===== config.mk =====
export PLATFORM = sky130hd
export DESIGN_NAME = sdram_wr_term
export DESIGN_NICKNAME = d
export VERILOG_FILES = /design/src/rtl/sdram_wr_term.sv
export SDC_FILE = /design/constraint.sdc
export NUM_CORES = 1
export LEC_CHECK = 0
export CAP_MARGIN = 20
export CORE_MARGIN = 2
export CORE_UTILIZATION = 25
export DETAILED_ROUTE_END_ITERATION = 8
export PLACE_DENSITY = 0.51
export SYNTH_ARGS = -nofsm -noshare
export SYNTH_HDL_FRONTEND = slang
export SYNTH_SLANG_ARGS = --single-unit

===== constraint.sdc =====
create_clock -name clk -period 3.8 [get_ports clk]
set_input_delay 0.76 -clock clk [delete_from_list [all_inputs] [get_ports clk]]
set_output_delay 0.76 -clock clk [all_outputs]
set_load 0.01 [all_outputs]

===== src/rtl/sdram_wr_term.sv =====
module sdram_wr_term #(
  parameter int TCK_PS   = 10000,
  parameter int TWR_PS   = 15000,
  parameter int TRP_PS   = 20000,
  parameter int PAGE_LEN = 256,
  parameter int COL_W    = 8,
  parameter int BA_W     = 2
) (
  input  logic             clk,
  input  logic             rst_n,
  input  logic             req_valid,
  input  logic [BA_W-1:0]  req_bank,
  input  logic [COL_W-1:0] req_col,
  input  logic [1:0]       req_bl,
  input  logic             req_ap,
  input  logic             req_cl3,
  input  logic             rd_req,
  input  logic [COL_W-1:0] rd_col,
  output logic             busy,
  output logic             sd_ras_n,
  output logic             sd_cas_n,
  output logic             sd_we_n,
  output logic [BA_W-1:0]  sd_ba,
  output logic [10:0]      sd_addr,
  output logic             dq_oe,
  output logic             dqm,
  output logic             rd_valid
);
  localparam int NWR_C = (TWR_PS + TCK_PS - 1) / TCK_PS;
  localparam int NRP_C = (TRP_PS + TCK_PS - 1) / TCK_PS;
  localparam int NWR   = (NWR_C < 1) ? 1 : NWR_C;
  localparam int NRP   = (NRP_C < 1) ? 1 : NRP_C;
  localparam int CW    = $clog2(PAGE_LEN + NWR + NRP + 8);

  localparam logic [2:0] C_NOP = 3'b111;
  localparam logic [2:0] C_WR  = 3'b100;
  localparam logic [2:0] C_RD  = 3'b101;
  localparam logic [2:0] C_PRE = 3'b010;

  typedef enum logic [2:0] {S_IDLE, S_WR, S_REC, S_WAIT, S_RD} st_t;

  st_t           st;
  logic [CW-1:0] cnt, len;
  logic          ap_l, plain_l, mask_l, cl3_l;
  logic [2:0]    cmd;

  function automatic logic [CW-1:0] bl_len(input logic [1:0] code);
    case (code)
      2'd0:    return CW'(1);
      2'd1:    return CW'(2);
      2'd2:    return CW'(4);
      default: return CW'(PAGE_LEN);
    endcase
  endfunction

  assign busy = (st != S_IDLE);
  assign {sd_ras_n, sd_cas_n, sd_we_n} = cmd;

  always_ff @(posedge clk) begin
    if (!rst_n) begin
      st <= S_IDLE; cnt <= '0; len <= '0;
      ap_l <= 1'b0; plain_l <= 1'b0; mask_l <= 1'b0; cl3_l <= 1'b0;
      cmd <= C_NOP; sd_ba <= '0; sd_addr <= '0;
      dq_oe <= 1'b0; dqm <= 1'b0; rd_valid <= 1'b0;
    end else begin
      cmd <= C_NOP; sd_addr <= '0;
      dq_oe <= 1'b0; dqm <= 1'b0; rd_valid <= 1'b0;
      case (st)
        S_IDLE: if (req_valid) begin
          cmd <= C_WR;
          sd_ba <= req_bank;
          sd_addr[COL_W-1:0] <= req_col;
          sd_addr[10] <= req_ap && (req_bl != 2'd3);
          ap_l <= req_ap && (req_bl != 2'd3);
          plain_l <= req_ap && (req_bl == 2'd3);
          mask_l <= (req_bl >= 2'd2);
          cl3_l <= req_cl3;
          len <= bl_len(req_bl);
          cnt <= bl_len(req_bl) - CW'(1);
          dq_oe <= 1'b1;
          st <= S_WR;
        end
        S_WR: if (cnt != '0) begin
          if (rd_req && !ap_l) begin
            cmd <= C_RD;
            sd_addr[COL_W-1:0] <= rd_col;
            cnt <= len + (cl3_l ? CW'(3) : CW'(2));
            st <= S_RD;
          end else begin
            dq_oe <= 1'b1;
            cnt <= cnt - CW'(1);
          end
        end else if (ap_l) begin
          cnt <= CW'(NWR + NRP - 1);
          st <= S_WAIT;
        end else if (plain_l) begin
          st <= S_IDLE;
        end else if (NWR == 1) begin
          cmd <= C_PRE; dqm <= mask_l;
          cnt <= CW'(NRP);
          st <= S_WAIT;
        end else begin
          dqm <= mask_l;
          cnt <= CW'(NWR - 1);
          st <= S_REC;
        end
        S_REC: begin
          dqm <= mask_l;
          if (cnt == CW'(1)) begin
            cmd <= C_PRE;
            cnt <= CW'(NRP);
            st <= S_WAIT;
          end else cnt <= cnt - CW'(1);
        end
        S_WAIT: if (cnt == CW'(1)) st <= S_IDLE; else cnt <= cnt - CW'(1);
        S_RD: if (cnt == CW'(1)) st <= S_IDLE;
        else begin
          cnt <= cnt - CW'(1);
          rd_valid <= (cnt - CW'(1)) <= len;
        end
        default: st <= S_IDLE;
      endcase
    end
  end

  assert_write_drives_dq_R5: assert property (@(posedge clk) disable iff (!rst_n)
    (cmd == C_WR) |-> dq_oe);
  assert_read_releases_dq_R8: assert property (@(posedge clk) disable iff (!rst_n)
    (cmd == C_RD) |-> (!dq_oe && !sd_addr[10]));
  assert_bus_turnaround_R8: assert property (@(posedge clk) disable iff (!rst_n)
    $rose(rd_valid) |-> $past(!dq_oe));
  assert_pre_masked_R4: assert property (@(posedge clk) disable iff (!rst_n)
    (cmd == C_PRE && mask_l) |-> dqm);
  assert_pre_single_bank_R3: assert property (@(posedge clk) disable iff (!rst_n)
    (cmd == C_PRE) |-> !sd_addr[10]);
  assert_idle_quiet_R12: assert property (@(posedge clk) disable iff (!rst_n)
    !busy |-> (!dq_oe && !dqm && !rd_valid && cmd == C_NOP));
  assert_no_cmd_in_ap_window_R6: assert property (@(posedge clk) disable iff (!rst_n)
    (st == S_WAIT && ap_l) |-> (cmd == C_NOP));
endmodule


==> reports/summary.txt <==
FMAX: 0.370 GHz
Endpoints failing setup: 0
Power per cell area: 762 nW/um2
Yosys reg bits: 37
Minimum clock period: 2.71 ns
DRT Wirelength: 6.68 mm
Clock latency on the worst-skew pair: 0.29 ns
Max incr delay on CP: 0.76 ns
Lkg Pwr: 0.00105 uW
Sw power: 1020 uW
Post-synthesis sequential area ratio: 31.6%
Gr usage total: 13.5%
Fin util: 32.1%
Grt ovf: 0
Die ar.: 10,200 um2
Critical Path Start Type: flip-flop
Hold Crit Class: reg2reg
First drt pass iteration count: 4
Setup tns final: 0 ns
Tcrit/Tclk final: 71.2%
CP required: 3.04 ns
Run status: completed
Post-route DRC: 0
Vias/cell: 5.18
Placement Rows: 35
RSZ-0062 raised after global routing: false
Largest net degree at the start of global routing: 22
Mapped Cells: 292
Worst setup EP type: output pin
GP Congestion: 0.878
Post-CTS Resized: 0
TritonCTS clock tree: built
Max-cap viol count: 0
EDFF count, synth: 0
Drt first-iter violations: 135
Most frequent cells after synthesis: 40 x nand2_1, 37 x dfxtp_1, 29 x nor2_1
Top-count cell post-synth: nand2_1
Largest area contributor in the netlist: dfxtp_1
Clock sinks: 37
Final Max Slew Viols: 0
Syn_area_per_cell: 8.03 um2
Vias in the first global route: 2,171
CTS root buf: clkbuf_8
Rel. slew slack: 52.8%
Mapped cell area: 2340 um2
Finished Cell Area: 2940 um2
Share of layout cells above drive strength 1: 9.45%
Synth top area cells: dfxtp_1 32%, nand2_1 6.4%, nor2_1 4.6%, a21oi_1 4.3%, ha_1 4.3%
Net Sw Frac: 45.7%
Max Buffers Root-to-Sink: 2
Height of the die: 101 um
Core box area: 9150 um2
Clock slew at reported path FFs: 0.08 ns
Slowest cell on crit path: dfxtp_1
Worst vdd ir: 222 uV
Vias: 2,273
P_int: 1220 uW
Final net count: 361
Post-synthesis cell type count: 62
Worst hold slack: 0.458 ns
Area growth syn-to-layout: 25.5%
Initial antenna violation count: 0
Clock Skew: 0.00999 ns
Power share of the clock group: 15.8%
Final HPWL DP: 5.04 mm
Yosys warning total: 0
First-pass GRT wire length: 11.0 mm
Worst-path maximum fanout: 19
Final worst slack: 1.09 ns
Port Buffers: 43
Post-synth ARST share: 0%
I/O Pins: 46
Dpl ws: 1.06 ns
CP Cell Sequence: nor3_1, inv_1, clkdlybuf4s50_1
Post-DR wirelength/cell: 15.2 um
Combinational power share: 57.5%
Worst path arrival time: 1.95 ns
Post-route ant nets: 0
Worst Max-Slew Pin Slew: 0.702 ns
Final Hold Vio Count: 0
Cts hold-fix bufs: 0
Sequential power share: 26.6%
Placed cell areas: 2830 um2
ANT cells: 0
H-tree depth: 2
Synth top area share: 31.6%
Setup Fix Bufs, Post-CTS: 0
Predominant post-synthesis flop cell: dfxtp_1
CP Class: reg2out
Die X: 101 um
Total CTS buffers: 5
Starting Density: 25.6%
-- cells in the final DEF, fill, tap and decap left out, types with 4 or more instances in the layout --
master	Yosys	layout
ha_1	8	8
clkdlybuf4s50_1	0	43
a211oi_1	9	9
o22ai_1	5	5
nand3_1	9	9
nand2b_1	5	5
nor3_1	4	4
nor2b_1	4	4
o21ai_0	9	9
a21oi_1	20	20
dfxtp_1	37	37
a31oi_1	4	4
buf_4	3	4
a22oi_1	10	10
xnor2_1	4	4
o221ai_1	4	4
inv_1	12	12
clkbuf_8	0	5
nand2_1	40	40
nor2_1	29	29
-- flip-flops by register name, summed over array words and instances, names as in the netlist --
register,cells
len,4
sd_ba,2
sd_addr,9
dqm,1
cl3_l,1
ap_l,1
cnt,9
dq_oe,1
rd_valid,1
plain_l,1
cmd,3
st,3
mask_l,1
-- area by class of cell --
type | count | area (um2)
inverters | 14 | 52.6
clock buffers | 5 | 68.8
repair buffers | 47 | 460
fillers | 976 | 6210
multi-input cells | 222 | 1430
well taps | 111 | 139
clock inverters | 3 | 46.3
flip-flops and latches | 37 | 741
-- per-stage QoR --
stage,cells,total power (uW)
finish,439,2240
global route,439,2430
CTS,439,2250
detailed placement,431,1890
global placement,431,1890
floorplan,293,1540
-- kinds of logic (layout without fill, tap and decap cells) --
logic type / count (synthesis) / after routing / share of synthesized area, %
flip-flops: 37 / 37 / 31.6
buffers and inverters: 34 / 69 / 7.37
AND/OR/NAND/NOR: 118 / 118 / 26.4
adder cells (fa/ha/maj): 8 / 8 / 4.27
multiplexers: 2 / 2 / 0.908
other: 1 / 2 / 0.160
XOR/XNOR: 5 / 5 / 1.87
AO/OA/AOI/OAI: 87 / 87 / 27.4
-- layer usage --
layer / routed length (um) / global-route usage (%) / vias to the layer above
met5: 0 / 0 / -
met4: 66 / 3.48 / 0
met3: 365 / 2.50 / 7
met2: 3010 / 21.9 / 56
met1: 3240 / 18.4 / 1081
li1: - / - / 1129
-- path summary, 6_finish.rpt --
kind / to / cells past startpoint / startpoint / slack (ns)
hold / removal: sd_ba[0] / 2 / sd_ba[0] / 0.46
hold reg to reg: sd_ba[0] / 2 / sd_ba[0] / 0.46
setup / recovery: busy / 3 / st[1] / 1.09
setup reg to reg: cnt[4] / 5 / st[1] / 1.36
-- power by group through the flow --
stage | registers, uW | logic, uW | clock network (uW)
2_1_floorplan | 552 | 993 | 0
3_3_place_gp | 604 | 1290 | 0
3_5_place_dp | 606 | 1280 | 0
4_1_cts | 596 | 1290 | 361
5_1_grt | 615 | 1440 | 379
6_report | 597 | 1290 | 354
-- critical path, delay by kind of cell, from the launching register on --
kind / cells / cell delay [ns]
flip-flops: 1 / 0.76
buffers and inverters: 2 / 0.73
AND/OR/NAND/NOR: 1 / 0.17
(Power assumes the default switching activity.)
